--- src/rtl/pt_walk_pkg.sv ---
package pt_walk_pkg;
  localparam int unsigned ENTRY_W  = 64;
  localparam int unsigned VLD_BIT  = 0;
  localparam int unsigned FRAG_BIT = 1;
  localparam int unsigned TBL_LSB  = 6;
  localparam int unsigned PRES_BIT = 54;
  localparam int unsigned SPAN_LSB = 59;
  localparam int unsigned SPAN_W   = 5;
  localparam int unsigned ENT_SH   = 3;  // 8-byte entries

  typedef enum logic [1:0] {LV_TOP = 2'd0, LV_MID = 2'd1, LV_BOT = 2'd2, LV_LEAF = 2'd3} lvl_e;
  typedef enum logic {ST_IDLE = 1'b0, ST_WAIT = 1'b1} st_e;
endpackage

--- src/rtl/pt_entry_dec.sv ---
module pt_entry_dec
  import pt_walk_pkg::*;
#(
  parameter int unsigned AW      = 48,
  parameter int unsigned SPAN_OK = 9
) (
  input  logic [AW-1:TBL_LSB] tbl_bits_i,
  input  logic [SPAN_W-1:0]   span_i,
  input  logic [SPAN_W-1:0]   held_i,
  output logic [AW-1:0]       tbl_o,
  output logic [SPAN_W-1:0]   eff_o,
  output logic                span_bad_o
);
  assign tbl_o      = {tbl_bits_i, {TBL_LSB{1'b0}}};
  // a fresh non-zero span overrides the latched one
  assign eff_o      = (span_i != '0) ? span_i : held_i;
  assign span_bad_o = (span_i != '0) && (span_i != SPAN_W'(SPAN_OK));
endmodule

--- src/rtl/pt_addr_gen.sv ---
module pt_addr_gen
  import pt_walk_pkg::*;
#(
  parameter int unsigned AW    = 48,
  parameter int unsigned IDX_W = 9,
  parameter int unsigned VPN_W = 36
) (
  input  logic [VPN_W-1:0]  vpn_i,
  input  logic [AW-1:0]     tbl_i,
  input  lvl_e              lvl_i,
  input  logic              frag_i,
  input  logic [SPAN_W-1:0] len_i,
  input  logic [SPAN_W-1:0] shift_i,
  output logic [AW-1:0]     addr_o
);
  localparam logic [VPN_W-1:0] IDX_MASK = VPN_W'((64'd1 << IDX_W) - 64'd1);

  logic [AW-1:0]    lvl_idx [4];
  logic [VPN_W-1:0] frag_mask;
  logic [AW-1:0]    frag_idx;
  logic [AW-1:0]    idx;

  for (genvar g = 0; g < 4; g++) begin : g_lvl
    assign lvl_idx[g] = AW'((vpn_i >> ((3 - g) * IDX_W)) & IDX_MASK);
  end

  assign frag_mask = (VPN_W'(1) << len_i) - VPN_W'(1);
  assign frag_idx  = AW'((vpn_i >> shift_i) & frag_mask);
  assign idx       = (lvl_i == LV_LEAF && frag_i) ? frag_idx : lvl_idx[lvl_i];
  assign addr_o    = tbl_i + (idx << ENT_SH);
endmodule

--- src/rtl/gpu_pt_walker.sv ---
module gpu_pt_walker
  import pt_walk_pkg::*;
#(
  parameter int unsigned AW      = 48,
  parameter int unsigned IDX_W   = 9,
  parameter int unsigned PG_SH   = 12,
  parameter int unsigned SPAN_OK = 9,
  localparam int unsigned VPN_W  = AW - PG_SH
) (
  input  logic               clk_i,
  input  logic               rst_ni,
  input  logic               req_valid_i,
  output logic               req_ready_o,
  input  logic [VPN_W-1:0]   req_vpn_i,
  input  logic [AW-1:0]      req_base_i,
  output logic               mem_req_valid_o,
  output logic [AW-1:0]      mem_req_addr_o,
  input  logic               mem_rsp_valid_i,
  input  logic [ENTRY_W-1:0] mem_rsp_data_i,
  output logic               res_valid_o,
  output logic [ENTRY_W-1:0] res_entry_o,
  output logic               res_fault_o,
  output logic               res_span_err_o
);
  st_e                state_q;
  lvl_e               lvl_q;
  logic [VPN_W-1:0]   vpn_q;
  logic [SPAN_W-1:0]  held_q;
  logic [AW-1:0]      addr_q;
  logic               mreq_q;
  logic               res_vld_q, res_flt_q, res_err_q;
  logic [ENTRY_W-1:0] res_ent_q;

  logic [AW-1:0]      tbl_c, agen_tbl, agen_addr;
  logic [SPAN_W-1:0]  span_c, eff_c;
  logic               span_bad_c, vld_c, frag_c, pres_c;
  logic [VPN_W-1:0]   agen_vpn;
  lvl_e               agen_lvl, lvl_nxt;
  logic               done_c, fault_c, err_c;

  assign vld_c   = mem_rsp_data_i[VLD_BIT];
  assign frag_c  = mem_rsp_data_i[FRAG_BIT];
  assign pres_c  = mem_rsp_data_i[PRES_BIT];
  assign span_c  = mem_rsp_data_i[SPAN_LSB +: SPAN_W];
  assign lvl_nxt = lvl_e'(lvl_q + 2'd1);

  pt_entry_dec #(.AW(AW), .SPAN_OK(SPAN_OK)) u_dec (
    .tbl_bits_i (mem_rsp_data_i[AW-1:TBL_LSB]),
    .span_i     (span_c),
    .held_i     (held_q),
    .tbl_o      (tbl_c),
    .eff_o      (eff_c),
    .span_bad_o (span_bad_c)
  );

  always_comb begin
    if (state_q == ST_IDLE) begin
      agen_vpn = req_vpn_i;
      agen_tbl = req_base_i;
      agen_lvl = LV_TOP;
    end else begin
      agen_vpn = vpn_q;
      agen_tbl = tbl_c;
      agen_lvl = lvl_nxt;
    end
  end

  pt_addr_gen #(.AW(AW), .IDX_W(IDX_W), .VPN_W(VPN_W)) u_agen (
    .vpn_i   (agen_vpn),
    .tbl_i   (agen_tbl),
    .lvl_i   (agen_lvl),
    .frag_i  (frag_c),
    .len_i   (eff_c),
    .shift_i (span_c),
    .addr_o  (agen_addr)
  );

  // walk termination decision for the entry arriving now
  always_comb begin
    done_c  = 1'b0;
    fault_c = 1'b0;
    err_c   = 1'b0;
    if (!vld_c) begin
      done_c  = 1'b1;
      fault_c = 1'b1;
    end else if (lvl_q != LV_LEAF && span_bad_c) begin
      done_c  = 1'b1;
      fault_c = 1'b1;
      err_c   = 1'b1;
    end else if (lvl_q == LV_LEAF) begin
      done_c = 1'b1;
    end else if (lvl_q == LV_BOT && (pres_c || (eff_c != '0 && !frag_c))) begin
      done_c = 1'b1;
    end
  end

  always_ff @(posedge clk_i or negedge rst_ni) begin
    if (!rst_ni) begin
      state_q   <= ST_IDLE;
      lvl_q     <= LV_TOP;
      vpn_q     <= '0;
      held_q    <= '0;
      addr_q    <= '0;
      mreq_q    <= 1'b0;
      res_vld_q <= 1'b0;
      res_flt_q <= 1'b0;
      res_err_q <= 1'b0;
      res_ent_q <= '0;
    end else begin
      mreq_q    <= 1'b0;
      res_vld_q <= 1'b0;
      unique case (state_q)
        ST_IDLE: if (req_valid_i) begin
          vpn_q   <= req_vpn_i;
          held_q  <= '0;
          lvl_q   <= LV_TOP;
          addr_q  <= agen_addr;
          mreq_q  <= 1'b1;
          state_q <= ST_WAIT;
        end
        ST_WAIT: if (mem_rsp_valid_i) begin
          if (done_c) begin
            res_vld_q <= 1'b1;
            res_ent_q <= mem_rsp_data_i;
            res_flt_q <= fault_c;
            res_err_q <= err_c;
            state_q   <= ST_IDLE;
          end else begin
            held_q <= eff_c;
            lvl_q  <= lvl_nxt;
            addr_q <= agen_addr;
            mreq_q <= 1'b1;
          end
        end
        default: state_q <= ST_IDLE;
      endcase
    end
  end

  assign req_ready_o     = (state_q == ST_IDLE);
  assign mem_req_valid_o = mreq_q;
  assign mem_req_addr_o  = addr_q;
  assign res_valid_o     = res_vld_q;
  assign res_entry_o     = res_ent_q;
  assign res_fault_o     = res_flt_q;
  assign res_span_err_o  = res_err_q;
endmodule

--- config.mk ---
export PLATFORM = sky130hd
export DESIGN_NAME = gpu_pt_walker
export DESIGN_NICKNAME = d
export VERILOG_FILES = /design/src/rtl/pt_walk_pkg.sv /design/src/rtl/pt_entry_dec.sv /design/src/rtl/pt_addr_gen.sv /design/src/rtl/gpu_pt_walker.sv
export SDC_FILE = /design/constraint.sdc
export NUM_CORES = 1
export LEC_CHECK = 0
export CAP_MARGIN = 15
export CORE_UTILIZATION = 55
export CTS_BUF_LIST = sky130_fd_sc_hd__clkbuf_16
export CTS_CLUSTER_SIZE = 20
export DETAILED_ROUTE_END_ITERATION = 8
export DONT_BUFFER_PORTS = 1
export GPL_ROUTABILITY_DRIVEN = 0
export HOLD_SLACK_MARGIN = 0.15
export PLACE_DENSITY = 0.73
export SYNTH_ARGS = -nofsm -noshare
export SYNTH_HDL_FRONTEND = slang
export SYNTH_SLANG_ARGS = --single-unit
--- constraint.sdc ---
create_clock -name clk_i -period 4.4 [get_ports clk_i]
set_input_delay 0.88 -clock clk_i [delete_from_list [all_inputs] [get_ports clk_i]]
set_output_delay 0.88 -clock clk_i [all_outputs]
set_load 0.05 [all_outputs]
==> run_results.csv <==
group,metric,value,unit
worst_setup_path,r2r-start,"state_q",
worst_setup_path,critPathArrivalTime,4.88,ns
timing,max-slew-margin-rel,0.528,
cells_and_area,layout.filler_cells,1639,
floorplanning,placeableCoreArea,21800,sq um
floorplanning,boundaryPins,269,
run,max_cap_viol_count,0,
synthesis,synth.area.mux_share,0.230,
floorplanning,floorplan.rows,54,
worst_setup_path,cpMostUsedCell,"sky130_fd_sc_hd__buf_4",
synthesis,avgSynthCellArea,9.04,sq um
timing,max_clock_freq,220,MHz
min_path,hold_path_class,"input pin to async pin",
synthesis,synth-simple-area-share,0.177,
clock_network,cts.clk_slew.worst_paths,0.07,ns
placement,detailed_place_hpwl,28700,um
outcome,run_status,"finished with violations",
routing,drt-pass1-iter-count,7,
synthesis,synth_compound_area_frac,0.158,
global_routing,number_of_antenna_violations_at_the_first_check_in_global_routing,3,
routing,routed_wirelength,39800,um
clock_network,clockRootBuffer,"sky130_fd_sc_hd__clkbuf_16",
global_routing,grt_pass1_vias,11300,
synthesis,number_of_standard_cells_after_synthesis,1355,
worst_setup_path,startpoint_type,"flop",
timing,timing.final.ws_setup,-0.137,ns
worst_setup_path,crit_chain,"buf_12 > buf_4 > buf_8 > mux4_2 > mux2i_2 > buf_4 > nand2_1 > o21ai_2 > mux2_4 > buf_4 > o22ai_2 > and3_4 > ha_4 > nand3_1 > or3_4 > a31oi_2 > or2_4 > a31oi_4 > or4_1 > o211ai_1",
cells_and_area,fraction_of_layout_instances_using_a_drive_strength_above_1,0.357,
cells_and_area,sequential_cell_area,4010,sq um
routing,drt.antenna.violating_nets,0,
timing,setup_viol,25,
routing,drt-wirelength-per-cell,22.0,um
synthesis,yosys.cell_types.count,78,
outcome,violations,"setup timing",
pwr,worst_ir_drop_vdd,0.271,mV
timing,final_hold_viol_count,0,
synthesis,yosysMostFrequentCell,"sky130_fd_sc_hd__nand2_1",
synthesis,synth.top_cells.by_count,"sky130_fd_sc_hd__nand2_1, sky130_fd_sc_hd__dfrtp_1, sky130_fd_sc_hd__mux2_2",
synthesis,synth.top_cells.by_area,"sky130_fd_sc_hd__dfrtp_1, sky130_fd_sc_hd__mux2_2, sky130_fd_sc_hd__nand2_1, sky130_fd_sc_hd__mux4_2, sky130_fd_sc_hd__ha_1",
pwr,cellPowerDensity,483,nW/um^2
clock_network,clock_sink_count,160,
cells_and_area,nets,1705,
timing,layout_min_cycle_time,4.54,ns
floorplanning,die-width,151,um
timing,final.setup_skew,0.0147,ns
placement,post-place-cells,1741,
clock_network,cts-buffers-inserted,17,
clock_network,h-tree-depth,4,
global_routing,wire_length_of_the_first_global_routing_pass,59500,um
floorplanning,initial_utilization,0.561,
worst_setup_path,timing_worst_setup_path_type,"flop to flop",
cells_and_area,synthToLayoutAreaGrowth,25.1,%
floorplanning,die_area,22900,sq um
synthesis,ys_async_sr_fraction,1.00,
timing,final.period_utilization,1.03,
timing,fin_hold_ws,0.299,ns
synthesis,mappedNetlistArea,12200,sq um
synthesis,post_synth_xor_area_fraction,0.0229,
synthesis,yosys.area_share.adder,0.0415,
global_routing,global_route.overflow_total,0,
global_routing,track_usage,0.339,
floorplanning,die_y,151,um
synthesis,most_used_flip_flop_cell_after_synthesis,"sky130_fd_sc_hd__dfrtp_1",
clock_network,clk-insertion-delay-late,0.44,ns
synthesis,seq_area_frac_synth,0.327,
timing,count_of_pins_over_their_slew_limit,0,
worst_setup_path,r2r.worst_path.cells,20,
synthesis,synth_top_family_by_area,"multiplexers",
clock_network,cts_buffer_depth,2,
worst_setup_path,largest_driver_fanout_on_the_critical_path,7,
global_routing,grt_max_degree,161,
worst_setup_path,crit_path_end_kind,"flop",
worst_setup_path,crit_path_top_delay_cell,"sky130_fd_sc_hd__dfrtp_4",
pwr,power_leakage,6.66,nW
synthesis,post-synth-top-area-cell,"sky130_fd_sc_hd__dfrtp_1",
worst_setup_path,worst_reg2reg_endpoint,"mem_req_addr_o[46]",
routing,drt-vias-per-instance,6.44,
synthesis,yosysWarningCount,0,
routing,drcViolationCount,0,
cells_and_area,multi_input_area,8360,sq um
worst_setup_path,worst_path_largest_cell_delay,0.56,ns
synthesis,synth.ff_latch_count,160,
worst_setup_path,required,4.74,ns
cells_and_area,layout_cells_excl_fill,1809,
routing,drt_first_iter_violations,930,
synthesis,synth_edf_count,0,
timing,rsz0062_at_grt,"true",
placement,port-buffer-count,0,
clock_network,tritoncts,"done",
worst_setup_path,setup.reg_to_reg.worst_slack,-0.14,ns
synthesis,post-synth-top-area-fraction,0.327,
routing,detailroute.via_count,11600,
timing,tightest_pin_transition,0.706,ns
[layout by cell type (no fill, tap or decap), drive strengths merged, types with 12 or more instances in the layout]
master / count
xnor2: 19
a21oi: 73
nor3: 26
mux4: 46
nand2: 285
o211ai: 15
clkbuf: 18
inv: 33
xor2: 13
and3: 15
buf: 227
nand3: 35
nor2: 76
o22ai: 15
mux2: 119
ha: 39
o21ai: 94
mux2i: 43
a31oi: 14
dfrtp: 160
a21o: 16
and2: 12
[flip-flops by register name, indices dropped and copies added (netlist names)]
signal	cells
res_entry_o	64
mem_req_addr_o	48
vpn_q	36
held_q	5
lvl_q	2
mem_req_valid_o	1
res_fault_o	1
res_span_err_o	1
res_valid_o	1
state_q	1
[stage by stage]
stage | utilization | TNS, ns | instance area, sq um | setup slack [ns] | power, mW
finish | 0.702 | -2.13 | 15300 | -0.137 | 7.39
global route | 0.702 | -5.77 | 15300 | -0.291 | 7.70
CTS | 0.681 | -0.528 | 14900 | -0.0686 | 7.19
detailed placement | 0.634 | -9.52 | 13800 | -0.433 | 5.48
global placement | 0.634 | -8.46 | 13800 | -0.398 | 5.41
floorplan | - | -2.29 | 12500 | -0.255 | 4.64
[worst max-delay path: cells and delay by family, from the launching register on]
family / cells / cell delay, ns
buffers and inverters: 5 / 0.69
flip-flops: 1 / 0.56
multiplexers: 3 / 0.87
AO/OA/AOI/OAI: 5 / 0.60
AND/OR/NAND/NOR: 6 / 1.43
adder cells (fa/ha/maj): 1 / 0.27
[where the power goes]
part	total [mW]	internal, mW	switching [mW]
logic	2.57	1.29	1.28
clock network	1.58	0.904	0.679
registers	3.24	1.84	1.41
[cells by family after synthesis]
kind of cell    Yosys count
buf+inv                 118
simple gates            496
xor+xnor                 32
other cells               1
compound gates          300
fa+ha+maj                40
flops                   160
mux                     208
[how the worst max path moves through the flow]
stage | cells past startpoint | startpoint | slack [ns] | end
global placement | 19 | req_vpn_i[18] | -0.40 | mem_req_addr_o[42]
CTS | 20 | state_q | -0.07 | mem_req_addr_o[43]
finish | 20 | state_q | -0.14 | mem_req_addr_o[46]
global route | 22 | state_q | -0.29 | mem_req_addr_o[41]
detailed placement | 19 | req_vpn_i[18] | -0.43 | mem_req_addr_o[42]
floorplan | 21 | mem_rsp_data_i[61] | -0.25 | mem_req_addr_o[39]
[area by class of cell]
cell class              instances  share of cell area
multi-input cells            1079               0.546
repair buffers                229               0.123
flip-flops and latches        160               0.262
inverters                      26             0.00662
well taps                     280              0.0229
diodes                          3            0.000490
clock inverters                15              0.0119
clock buffers                  17              0.0278
[repair_timing]
item | CTS | global route
hold endpoints to repair | 160 | 114
buffers inserted | 21 | 10
setup endpoints to repair | 31 | 34
gates resized for setup | 61 | 69
pin swaps | 49 | 26
cloned | 1 | 1
[metal layers]
metal  track usage  routed length [um]  vias up
met2         0.540               18600      745
met5             0                   0        -
li1              -                   -     5239
met4         0.175                2040        0
met1         0.433               15300     5504
met3        0.0720                3820      159
No activity file was read; power rests on OpenSTA's default activity.
